### config.mk
export PLATFORM = sky130hd
export DESIGN_NAME = i2cm_tx_engine
export DESIGN_NICKNAME = d
export VERILOG_FILES = /design/src/rtl/i2cm_pkg.sv /design/src/rtl/i2cm_txbuf.sv /design/src/rtl/i2cm_seq.sv /design/src/rtl/i2cm_tx_engine.sv
export SDC_FILE = /design/constraint.sdc
export NUM_CORES = 1
export LEC_CHECK = 0
export BUFFER_PORTS_ARGS = -buffer_cell sky130_fd_sc_hd__clkbuf_2
export CORE_ASPECT_RATIO = 0.6
export CORE_MARGIN = 8
export CORE_UTILIZATION = 35
export CTS_BUF_LIST = sky130_fd_sc_hd__clkbuf_4 sky130_fd_sc_hd__clkbuf_8
export CTS_CLUSTER_SIZE = 25
export DETAILED_ROUTE_END_ITERATION = 10
export GPL_ROUTABILITY_DRIVEN = 0
export HOLD_SLACK_MARGIN = 0.02
export PLACE_DENSITY = 0.54
export SYNTH_ARGS = -nofsm -noshare
export SYNTH_HDL_FRONTEND = slang
export SYNTH_HIERARCHICAL = 1
export SYNTH_SLANG_ARGS = --single-unit
### constraint.sdc
create_clock -name clk -period 7.3 [get_ports clk]
set_clock_uncertainty 0.05 [all_clocks]
set_input_delay 1.095 -clock clk [delete_from_list [all_inputs] [get_ports clk]]
set_output_delay 1.095 -clock clk [all_outputs]
set_load 0.05 [all_outputs]
### src/rtl/i2cm_pkg.sv
package i2cm_pkg;
    typedef enum logic [1:0] {
        OP_START = 2'd0,
        OP_STOP  = 2'd1,
        OP_WRITE = 2'd2,
        OP_ACK   = 2'd3
    } bus_op_e;

    typedef enum logic [1:0] {
        ST_IDLE = 2'd0,
        ST_CMD  = 2'd1,
        ST_BIT  = 2'd2,
        ST_ACK  = 2'd3
    } seq_state_e;

    localparam int PB_START  = 0;
    localparam int PB_STOP   = 1;
    localparam int PB_TXDONE = 2;
    localparam int PB_NACK   = 3;
    localparam int NUM_PEND  = 4;
endpackage

### src/rtl/i2cm_txbuf.sv
module i2cm_txbuf #(
    parameter int WORDS  = 8,
    parameter int WORD_W = 32,
    localparam int BPW    = WORD_W / 8,
    localparam int WIDX_W = $clog2(WORDS),
    localparam int BIDX_W = $clog2(WORDS * BPW),
    localparam int BPW_W  = $clog2(BPW)
) (
    input  logic              clk,
    input  logic              rst_n,
    input  logic              wr_en,
    input  logic [WIDX_W-1:0] wr_idx,
    input  logic [WORD_W-1:0] wr_data,
    input  logic [WIDX_W-1:0] rd_word_idx,
    output logic [WORD_W-1:0] rd_word,
    input  logic [BIDX_W-1:0] rd_byte_idx,
    output logic [7:0]        rd_byte
);
    typedef struct packed {
        logic [WORDS-1:0][WORD_W-1:0] mem;
    } buf_t;

    buf_t buf_d, buf_q;
    logic [WORD_W-1:0] sel_word;

    always_comb begin
        buf_d = buf_q;
        if (wr_en) begin
            buf_d.mem[wr_idx] = wr_data;
        end
    end

    always_ff @(posedge clk or negedge rst_n) begin
        if (!rst_n) buf_q <= '0;
        else        buf_q <= buf_d;
    end

    always_comb begin
        rd_word  = buf_q.mem[rd_word_idx];
        sel_word = buf_q.mem[rd_byte_idx[BIDX_W-1:BPW_W]];
        rd_byte  = sel_word[8*int'(rd_byte_idx[BPW_W-1:0]) +: 8];
    end
endmodule

### src/rtl/i2cm_seq.sv
module i2cm_seq
    import i2cm_pkg::*;
#(
    parameter int MAX_BYTES = 32,
    localparam int BIDX_W = $clog2(MAX_BYTES),
    localparam int CNT_W  = $clog2(MAX_BYTES + 1)
) (
    input  logic              clk,
    input  logic              rst_n,
    input  logic              en,
    input  logic              start_req,
    input  logic              stop_req,
    input  logic              force_idle,
    input  logic              burst_go,
    input  logic [CNT_W-1:0]  burst_len,
    output logic [BIDX_W-1:0] byte_idx,
    input  logic [7:0]        byte_in,
    output logic              cmd_valid,
    output logic [1:0]        cmd_op,
    output logic              cmd_sda,
    input  logic              cmd_done,
    input  logic              rsp_sda,
    output logic              ev_start,
    output logic              ev_stop,
    output logic              ev_txdone,
    output logic              ev_nack
);
    typedef struct packed {
        seq_state_e        state;
        bus_op_e           op;
        logic [2:0]        bit_idx;
        logic [BIDX_W-1:0] byte_idx;
        logic [CNT_W-1:0]  left;
        logic              req_start;
        logic              req_stop;
        logic              burst_pend;
        logic [CNT_W-1:0]  burst_len;
    } seq_t;

    seq_t s_d, s_q;

    always_comb begin
        s_d       = s_q;
        ev_start  = 1'b0;
        ev_stop   = 1'b0;
        ev_txdone = 1'b0;
        ev_nack   = 1'b0;
        unique case (s_q.state)
            ST_IDLE: begin
                if (en) begin
                    if (s_q.req_stop) begin
                        s_d.state    = ST_CMD;
                        s_d.op       = OP_STOP;
                        s_d.req_stop = 1'b0;
                    end else if (s_q.req_start) begin
                        s_d.state     = ST_CMD;
                        s_d.op        = OP_START;
                        s_d.req_start = 1'b0;
                    end else if (s_q.burst_pend) begin
                        s_d.state      = ST_BIT;
                        s_d.bit_idx    = 3'd7;
                        s_d.byte_idx   = '0;
                        s_d.left       = s_q.burst_len;
                        s_d.burst_pend = 1'b0;
                    end
                end
            end
            ST_CMD: begin
                if (cmd_done) begin
                    s_d.state = ST_IDLE;
                    ev_start  = (s_q.op == OP_START);
                    ev_stop   = (s_q.op == OP_STOP);
                end
            end
            ST_BIT: begin
                if (cmd_done) begin
                    if (s_q.bit_idx == 3'd0) s_d.state = ST_ACK;
                    else                     s_d.bit_idx = s_q.bit_idx - 3'd1;
                end
            end
            ST_ACK: begin
                if (cmd_done) begin
                    if (rsp_sda) begin
                        ev_nack   = 1'b1;
                        s_d.state = ST_IDLE;
                    end else if (s_q.left == CNT_W'(1)) begin
                        ev_txdone = 1'b1;
                        s_d.state = ST_IDLE;
                    end else begin
                        s_d.left     = s_q.left - CNT_W'(1);
                        s_d.byte_idx = s_q.byte_idx + BIDX_W'(1);
                        s_d.bit_idx  = 3'd7;
                        s_d.state    = ST_BIT;
                    end
                end
            end
            default: s_d.state = ST_IDLE;
        endcase

        if (en && start_req) s_d.req_start = 1'b1;
        if (en && stop_req)  s_d.req_stop  = 1'b1;
        if (en && burst_go && s_q.state == ST_IDLE && !s_q.burst_pend) begin
            s_d.burst_pend = 1'b1;
            s_d.burst_len  = burst_len;
        end

        if (force_idle) begin
            s_d.state      = ST_IDLE;
            s_d.req_stop   = 1'b1;
            s_d.req_start  = 1'b0;
            s_d.burst_pend = 1'b0;
            ev_start       = 1'b0;
            ev_stop        = 1'b0;
            ev_txdone      = 1'b0;
            ev_nack        = 1'b0;
        end
    end

    always_ff @(posedge clk or negedge rst_n) begin
        if (!rst_n) s_q <= '{state: ST_IDLE, op: OP_START, default: '0};
        else        s_q <= s_d;
    end

    always_comb begin
        byte_idx  = s_q.byte_idx;
        cmd_valid = (s_q.state != ST_IDLE);
        cmd_sda   = 1'b1;
        unique case (s_q.state)
            ST_CMD:  cmd_op = s_q.op;
            ST_BIT: begin
                cmd_op  = OP_WRITE;
                cmd_sda = byte_in[s_q.bit_idx];
            end
            ST_ACK:  cmd_op = OP_ACK;
            default: cmd_op = OP_START;
        endcase
    end

    // at most one completion event per cycle
    p_one_event_r4: assert property (@(posedge clk) disable iff (!rst_n)
        $onehot0({ev_start, ev_stop, ev_txdone, ev_nack}));

    // a presented command is held until the driver completes it
    p_cmd_hold_r2: assert property (@(posedge clk) disable iff (!rst_n)
        (cmd_valid && !cmd_done && !force_idle) |=> (cmd_valid && $stable(cmd_op)));

    // transfer done only from an acknowledged sample
    p_txdone_ack_r3: assert property (@(posedge clk) disable iff (!rst_n)
        ev_txdone |-> (cmd_op == OP_ACK && cmd_done && !rsp_sda));

    // a refused byte halts the burst
    p_nack_halt_r6: assert property (@(posedge clk) disable iff (!rst_n)
        ev_nack |=> !cmd_valid);

    // forcing idle drops the command in flight
    p_force_drop_r9: assert property (@(posedge clk) disable iff (!rst_n)
        force_idle |=> !cmd_valid);

    // nothing starts while disabled
    p_disabled_r11: assert property (@(posedge clk) disable iff (!rst_n)
        (!cmd_valid && !en) |=> !cmd_valid);
endmodule

### src/rtl/i2cm_tx_engine.sv
module i2cm_tx_engine
    import i2cm_pkg::*;
#(
    parameter int BUF_WORDS = 8,
    parameter int WORD_W    = 32,
    parameter int ADDR_W    = 4
) (
    input  logic              clk,
    input  logic              rst_n,
    input  logic              reg_wr,
    input  logic [ADDR_W-1:0] reg_addr,
    input  logic [WORD_W-1:0] reg_wdata,
    output logic [WORD_W-1:0] reg_rdata,
    output logic              cmd_valid,
    output logic [1:0]        cmd_op,
    output logic              cmd_sda,
    input  logic              cmd_done,
    input  logic              rsp_sda,
    output logic              irq
);
    localparam int BPW       = WORD_W / 8;
    localparam int MAX_BYTES = BUF_WORDS * BPW;
    localparam int BIDX_W    = $clog2(MAX_BYTES);
    localparam int CNT_W     = $clog2(MAX_BYTES + 1);
    localparam int WIDX_W    = $clog2(BUF_WORDS);
    localparam logic [ADDR_W-1:0] A_CTRL = ADDR_W'(0);
    localparam logic [ADDR_W-1:0] A_IEN  = ADDR_W'(1);
    localparam logic [ADDR_W-1:0] A_PEND = ADDR_W'(2);
    localparam logic [ADDR_W-1:0] A_CNT  = ADDR_W'(3);
    localparam int BUF_BASE = 8;

    typedef struct packed {
        logic                en;
        logic                start;
        logic                stop;
        logic [NUM_PEND-1:0] ien;
        logic [NUM_PEND-1:0] pend;
        logic [CNT_W-1:0]    cnt;
    } regs_t;

    regs_t r_d, r_q;

    logic wr_ctrl, wr_cnt, wr_buf, en_now;
    logic start_pulse, stop_pulse, force_idle, burst_go;
    logic ev_start, ev_stop, ev_txdone, ev_nack;
    logic [BIDX_W-1:0] byte_idx;
    logic [7:0]        byte_val;
    logic [WORD_W-1:0] buf_word;

    always_comb begin
        wr_ctrl     = reg_wr && (reg_addr == A_CTRL);
        wr_cnt      = reg_wr && (reg_addr == A_CNT);
        wr_buf      = reg_wr && (int'(reg_addr) >= BUF_BASE);
        en_now      = wr_ctrl ? reg_wdata[0] : r_q.en;
        start_pulse = wr_ctrl && reg_wdata[1] && !r_q.start;
        stop_pulse  = wr_ctrl && reg_wdata[2] && !r_q.stop;
        force_idle  = wr_ctrl && reg_wdata[0] && reg_wdata[2] && (r_q.ien == '0);
        burst_go    = wr_cnt && (reg_wdata != '0) && (reg_wdata <= WORD_W'(MAX_BYTES));
    end

    always_comb begin
        r_d = r_q;
        if (wr_ctrl) begin
            r_d.en    = reg_wdata[0];
            r_d.start = reg_wdata[1];
            r_d.stop  = reg_wdata[2];
        end
        if (reg_wr && reg_addr == A_IEN) r_d.ien = reg_wdata[NUM_PEND-1:0];
        if (wr_cnt) r_d.cnt = reg_wdata[CNT_W-1:0];
        if (reg_wr && reg_addr == A_PEND) r_d.pend = r_q.pend & ~reg_wdata[NUM_PEND-1:0];
        if (ev_start)  r_d.pend[PB_START]  = 1'b1;
        if (ev_stop)   r_d.pend[PB_STOP]   = 1'b1;
        if (ev_txdone) r_d.pend[PB_TXDONE] = 1'b1;
        if (ev_nack)   r_d.pend[PB_NACK]   = 1'b1;
    end

    always_ff @(posedge clk or negedge rst_n) begin
        if (!rst_n) r_q <= '0;
        else        r_q <= r_d;
    end

    always_comb begin
        reg_rdata = '0;
        if (int'(reg_addr) >= BUF_BASE) begin
            reg_rdata = buf_word;
        end else begin
            unique case (reg_addr)
                A_CTRL:  reg_rdata[2:0] = {r_q.stop, r_q.start, r_q.en};
                A_IEN:   reg_rdata[NUM_PEND-1:0] = r_q.ien;
                A_PEND:  reg_rdata[NUM_PEND-1:0] = r_q.pend;
                A_CNT:   reg_rdata[CNT_W-1:0] = r_q.cnt;
                default: reg_rdata = '0;
            endcase
        end
        irq = |(r_q.pend & r_q.ien);
    end

    i2cm_txbuf #(.WORDS(BUF_WORDS), .WORD_W(WORD_W)) u_buf (
        .clk         (clk),
        .rst_n       (rst_n),
        .wr_en       (wr_buf),
        .wr_idx      (reg_addr[WIDX_W-1:0]),
        .wr_data     (reg_wdata),
        .rd_word_idx (reg_addr[WIDX_W-1:0]),
        .rd_word     (buf_word),
        .rd_byte_idx (byte_idx),
        .rd_byte     (byte_val)
    );

    i2cm_seq #(.MAX_BYTES(MAX_BYTES)) u_seq (
        .clk        (clk),
        .rst_n      (rst_n),
        .en         (en_now),
        .start_req  (start_pulse),
        .stop_req   (stop_pulse),
        .force_idle (force_idle),
        .burst_go   (burst_go),
        .burst_len  (reg_wdata[CNT_W-1:0]),
        .byte_idx   (byte_idx),
        .byte_in    (byte_val),
        .cmd_valid  (cmd_valid),
        .cmd_op     (cmd_op),
        .cmd_sda    (cmd_sda),
        .cmd_done   (cmd_done),
        .rsp_sda    (rsp_sda),
        .ev_start   (ev_start),
        .ev_stop    (ev_stop),
        .ev_txdone  (ev_txdone),
        .ev_nack    (ev_nack)
    );

    // a write of 1 clears the transfer-done flag unless it is set again
    p_w1c_r10: assert property (@(posedge clk) disable iff (!rst_n)
        (reg_wr && reg_addr == A_PEND && reg_wdata[PB_TXDONE] && !ev_txdone)
        |=> !r_q.pend[PB_TXDONE]);

    // transfer-done flag rises only on a sequencer completion
    p_txdone_src_r3: assert property (@(posedge clk) disable iff (!rst_n)
        $rose(r_q.pend[PB_TXDONE]) |-> $past(ev_txdone));
endmodule

-- Yosys cells after proc, flatten, opt, wreduce, memory -nomap -nowiden
Cells that the tools add are included.
- bitwise operators: 3
- multiply operators: 0
- eq/ne operators: 26
- div/mod/pow operators: 0
- $add $sub $neg: 3
- $lt $le $gt $ge: 6
- reductions and logical operators: 51
- shift-type cells: 1
- mux-type cells: 66
- operators with widths (operator ; number):
    $bwmux W256 ; 1
    $bmux W32 S3 ; 2
    $mux W32 ; 4
    $demux W32 S3 ; 1
    $mux W14 ; 5
    $le A32 B6 Y1 const B ; 1
    $reduce_bool A32 Y1 ; 1
    $shiftx A32 B6 Y8 ; 1
    $mux W1 ; 26
    $mux W2 ; 11
    $pmux W11 S2 ; 1
    $mux W21 ; 1
    $reduce_bool A3 Y1 ; 7
    $logic_and A1 B1 Y1 ; 20
    $ne A3 B3 Y1 const B ; 6
    $mux W15 ; 1
    $ne A2 B2 Y1 const B ; 7
    $reduce_bool A2 Y1 ; 7
    $lt A3 B4 Y1 const B ; 3
    $mux W3 ; 4
    $pmux W3 S4 ; 1
    $reduce_and A10 Y1 ; 1
    $pmux W3 S3 ; 1
    $and A4 B4 Y4 ; 2
    30 further kinds ; 41
- memory bits (read-only): 0
- flip-flop bits (word level): 300
- memory bits (writable): 0
- bits of input ports: 41
- logic and storage cells: 182
- latch bits: 0
- memories: 0

-- Logic depth before layout (Yosys ltp)
- word-level depth: 9
- gate-level depth with buffers: 9
- depth with buffers taken out: 7

-- Cells and area by module
Netlist, hierarchy kept.
- modules (own cells, without submodules) (module ; sequential area each (um^2) ; area each (um^2) ; instances ; cells each):
    i2cm_txbuf ; 6406.1 ; 13330.3 ; 1 ; 770
    i2cm_seq ; 650.6 ; 1637.8 ; 1 ; 169
    i2cm_tx_engine ; 425.4 ; 1178.6 ; 1 ; 119

-- Worst setup path after synthesis
Ideal clock, no wire load.
- path type: input-to-output
- start: in reg_addr[0]
- end: out reg_rdata[0]
- path slack: 3.045 ns
- cell stages on the path: 7
- arrival time: 3.110 ns
- cells stage by stage: clkbuf_1 > buf_2 > mux4_2 > mux2_2 > nand2_1 > o21ai_0 > a221o_2
- longest elaborated chain between the ends: 3
- ends and longest elaborated chain (item ; RTL line ; text):
    from (decl) ; i2cm_tx_engine.sv:11 ; input logic [ADDR_W-1:0] reg_addr,
    $bmux W32 S3 ; i2cm_txbuf.sv:39 ; rd_word = buf_q.mem[rd_word_idx];
    $mux W32 (implied by the code) ; i2cm_txbuf.sv:39 ;
    via buf_word[0] ; i2cm_tx_engine.sv:48 ; logic [WORD_W-1:0] buf_word;
    $mux W32 ; i2cm_tx_engine.sv:84 ; if (int'(reg_addr) >= BUF_BASE) begin
    to (decl) ; i2cm_tx_engine.sv:13 ; output logic [WORD_W-1:0] reg_rdata,
The timed path passes the listed nets, and every way through them passes these cells. The select of a mux whose other input is x is not followed.

-- Final worst setup path
- start: reg u_seq.s_q (netlist bit u_seq/byte_idx[3])
- end: out cmd_sda
- longest elaborated chain between the ends: 6
- ends and longest elaborated chain (item ; RTL line ; text):
    from (decl) ; i2cm_seq.sv:40 ; seq_t s_d, s_q;
    from (signal assigned) ; i2cm_seq.sv:120 ; if (!rst_n) s_q <= '{state: ST_IDLE, op: OP_START, default: '0};
    from (signal assigned) ; i2cm_seq.sv:121 ; else s_q <= s_d;
    $bmux W32 S3 ; i2cm_txbuf.sv:40 ; sel_word = buf_q.mem[rd_byte_idx[BIDX_W-1:BPW_W]];
    $mux W32 (implied by the code) ; i2cm_txbuf.sv:40 ;
    $shiftx A32 B6 Y8 ; i2cm_txbuf.sv:41 ; rd_byte = sel_word[8*int'(rd_byte_idx[BPW_W-1:0]) +: 8];
    via byte_val[7] ; i2cm_tx_engine.sv:47 ; logic [7:0] byte_val;
    $bmux W1 S3 ; i2cm_seq.sv:132 ; cmd_sda = byte_in[s_q.bit_idx];
    $mux W1 (implied by the code) ; i2cm_seq.sv:132 ;
    $mux W1 ; i2cm_seq.sv:128 ; unique case (s_q.state)
    to (decl) ; i2cm_tx_engine.sv:16 ; output logic cmd_sda,
The timed path passes the listed nets, and every way through them passes these cells. The select of a mux whose other input is x is not followed.

==> impl_metrics.tcl <==
set metrics [dict create \
    clk-insertion-delay-late_ns 0.58 \
    critPathSlowestCell "sky130_fd_sc_hd__dfrtp_4" \
    yosys_warnings 6 \
    dp.cells 1705 \
    design.die.area_um2 53500 \
    timing.critical_path.cells "buf_4 -> mux4_2 -> mux4_2 -> mux2_2 -> mux4_2 -> mux2i_1 -> nand2_1 -> clkbuf_2" \
    grt_pass1_wl_um 71800 \
    setup-violations-final 0 \
    cts_num_sinks 299 \
    antenna_violating_nets_left 0 \
    avgSynthCellArea_um2 15.3 \
    ios 78 \
    most_common_cell_in_the_synthesized_netlist "sky130_fd_sc_hd__mux2_2" \
    power.density_nw_per_um2 315 \
    route.layer.met1.wl_um 22800 \
    routed_wl_um 47200 \
    design.core.area_um2 45900 \
    run_status "finished, final reports clean" \
    cp_required_ns 6.15 \
    clkTransAtPathRegs_ns 0.07 \
    die-width_um 293 \
    top_signal_layer_used "met4" \
    ys.flop_type "sky130_fd_sc_hd__dfrtp_1" \
    path_delay_family "multiplexers" \
    edff_count_synth 0 \
    kind_of_start_point_of_the_critical_path "flip-flop" \
    area_growth_pct 12.5 \
    hpwlAfterDp_um 30400 \
    die_h_um 182 \
    ys_types 57 \
    worstSetupEndpointType "output pin" \
    ir_drop_mv 0.161 \
    instances_no_fill 1790 \
    cts_hold_buffers 0 \
    r2r-end "u_seq/byte_idx[0]$_DFFE_PN0P_" \
    cts_resized 0 \
    post-cts-setup-buffers 0 \
    fmax_mhz 173 \
    cp_max_fo 53 \
    synth_async_sr_flop_share 1.00 \
    detail_route.vias_per_cell 5.67 \
    final_max_slew_viol_count 0 \
    synth.cell_area_um2 16100 \
    clock_tree.root_cell "sky130_fd_sc_hd__clkbuf_8" \
    dr.pass1.iters 5 \
    final_core_util 0.395 \
    path_class "flip-flop to output pin" \
    synthTopCellsByArea "sky130_fd_sc_hd__dfrtp_1, sky130_fd_sc_hd__mux2_2, sky130_fd_sc_hd__mux4_2" \
    cp_num_cells 8 \
    timing.rr.start "u_seq/s_q[26]$_DFFE_PN0P_" \
    netlist.top_cell.by_area "sky130_fd_sc_hd__dfrtp_1" \
    io_buffer_count 77 \
    grt.overflow.total 0 \
    synth_top_area_share 0.463 \
    grt_start_max_net_pins 100 \
    r2r_cells 4 \
    start_util 0.351 \
    timing.critical_path.buf_inv 2 \
    detailroute.wirelength.met3_um 3410 \
    synth.yosys.seq_area_share 0.463 \
    yosys-top-cells-count "sky130_fd_sc_hd__mux2_2, sky130_fd_sc_hd__dfrtp_1, sky130_fd_sc_hd__mux4_2" \
    finalCritPeriodShare 0.793 \
    cts_buffers 48 \
    setup_repair_after_global_routing_missed_its_margin "false" \
    htree_num_levels 2 \
    wl_met2_um 20400 \
    cp.arrival_ns 4.64 \
    vias 10145 \
    fin_setup_tns_ns 0 \
    max-slew-margin-rel 0.271 \
    groute.usage.overall 0.176 \
    timing_hold_violations_final 0 \
    tightestPinTransition_ns 1.09 \
    drv.max_cap_violation_count 0 \
    p_leak_uw 0.00744 \
    crit_path_start "u_seq/byte_idx[3]$_DFFE_PN0P_" \
    postPlaceCellArea_um2 17200 \
    grt_antenna_before_repair 5 \
    synthesis.nets 1104 \
    worstHoldPathType "flip-flop to flip-flop" \
    final_design_area_no_fill_um2 18200 \
    reg_to_reg_setup_timing_slack_ns 4.76 \
    flop_and_latch_count_out_of_synthesis 299 \
    clockBufferDepth 3 \
    critical_path.max_stage_delay_ns 1.13 \
    timing.final.crit_period_ns 5.79 \
    layout.filler_cells 4311 \
    crit_top_cell "sky130_fd_sc_hd__mux4_2" \
    syn-instance-count 1058 \
    first_global_vias 10597 \
    detailedRoute.firstIterationViolations 804 \
    share_of_cells_above_drive_strength_1 0.578 \
    remaining_drc_errors 0 \
    route.detailed.wl_per_inst_um 26.4 \
    floorplan.rows 61 \
    critical_path.endpoint "cmd_sda" \
    cts_tree "done" \
    nNetsFinal 1171 \
]
==> routing by layer <==
metal,track usage,vias up
met3,0.0464,62
met1,0.269,5498
met5,0,-
met2,0.250,324
met4,0.0331,0
li1,-,4261
==> sequential cells by signal, indices dropped and copies added, names as in the netlist <==
register / cells
u_seq/byte_idx: 5
u_seq/s_q: 21
u_buf/buf_q: 256
r_q: 17
==> how the worst min path moves through the flow <==
stage	from	to	depth (start not counted)
2_1_floorplan	r_q[14]$_DFFE_PN0N_	r_q[14]$_DFFE_PN0N_	2
3_3_place_gp	r_q[5]$_DFFE_PN0P_	r_q[5]$_DFFE_PN0P_	1
3_5_place_dp	r_q[5]$_DFFE_PN0P_	r_q[5]$_DFFE_PN0P_	1
4_1_cts	r_q[5]$_DFFE_PN0P_	r_q[5]$_DFFE_PN0P_	1
5_1_grt	r_q[4]$_DFFE_PN0P_	r_q[4]$_DFFE_PN0P_	1
6_report	r_q[5]$_DFFE_PN0P_	r_q[5]$_DFFE_PN0P_	1
==> placed cells by master (no fill, tap or decap), drive strengths merged, types with 3 or more instances in the layout <==
cell,n
clkbuf,150
mux2i,5
nor2,13
o21a,4
mux4,146
and2,28
a21oi,9
nand4b,5
buf,27
nor4,10
nand3,5
mux2,318
nor4b,3
nand3b,4
nand2b,4
a21o,4
o21ai,10
a22o,3
ha,5
clkinv,5
or3,5
o31ai,6
o41ai,6
nor3b,5
a31oi,4
nor3,11
dfrtp,299
nand2,26
a221o,6
inv,10
==> power by group <==
group          leakage (uW)  internal [uW]  switching, uW
Combinational       0.00322            936            807
Clock              0.000534            830            700
Sequential          0.00369           2050            398
==> logic make-up (layout without fill, tap and decap cells) <==
kind of cell	after synthesis	count (layout)	synth area share
multiplexers	469	469	0.429
flip-flops	299	299	0.463
AND/OR/NAND/NOR	127	127	0.0477
buffers and inverters	93	193	0.0267
AO/OA/AOI/OAI	65	65	0.0299
adder cells (fa/ha/maj)	5	5	0.00387
other	0	2	0
==> through the flow <==
stage	power, uW	hold slack, ns	setup slack [ns]
after global routing	6030	0.464	1.21
after detailed placement	4220	0.443	2.05
after floorplan	3670	0.419	3.04
after global placement	4190	0.438	2.05
after CTS	5780	0.458	1.39
final	5720	0.455	1.51
==> final cells by class <==
cell class | instances | area, um2 | share of cell area
clock inverters | 7 | 41.3 | 0.00227
inverters | 9 | 33.8 | 0.00186
diodes | 2 | 5.00 | 0.000276
well taps | 630 | 788 | 0.0434
clock buffers | 76 | 958 | 0.0528
repair buffers | 101 | 593 | 0.0327
multi-input cells | 666 | 8250 | 0.454
flip-flops and latches | 299 | 7490 | 0.412
(Power assumes the default switching activity.)
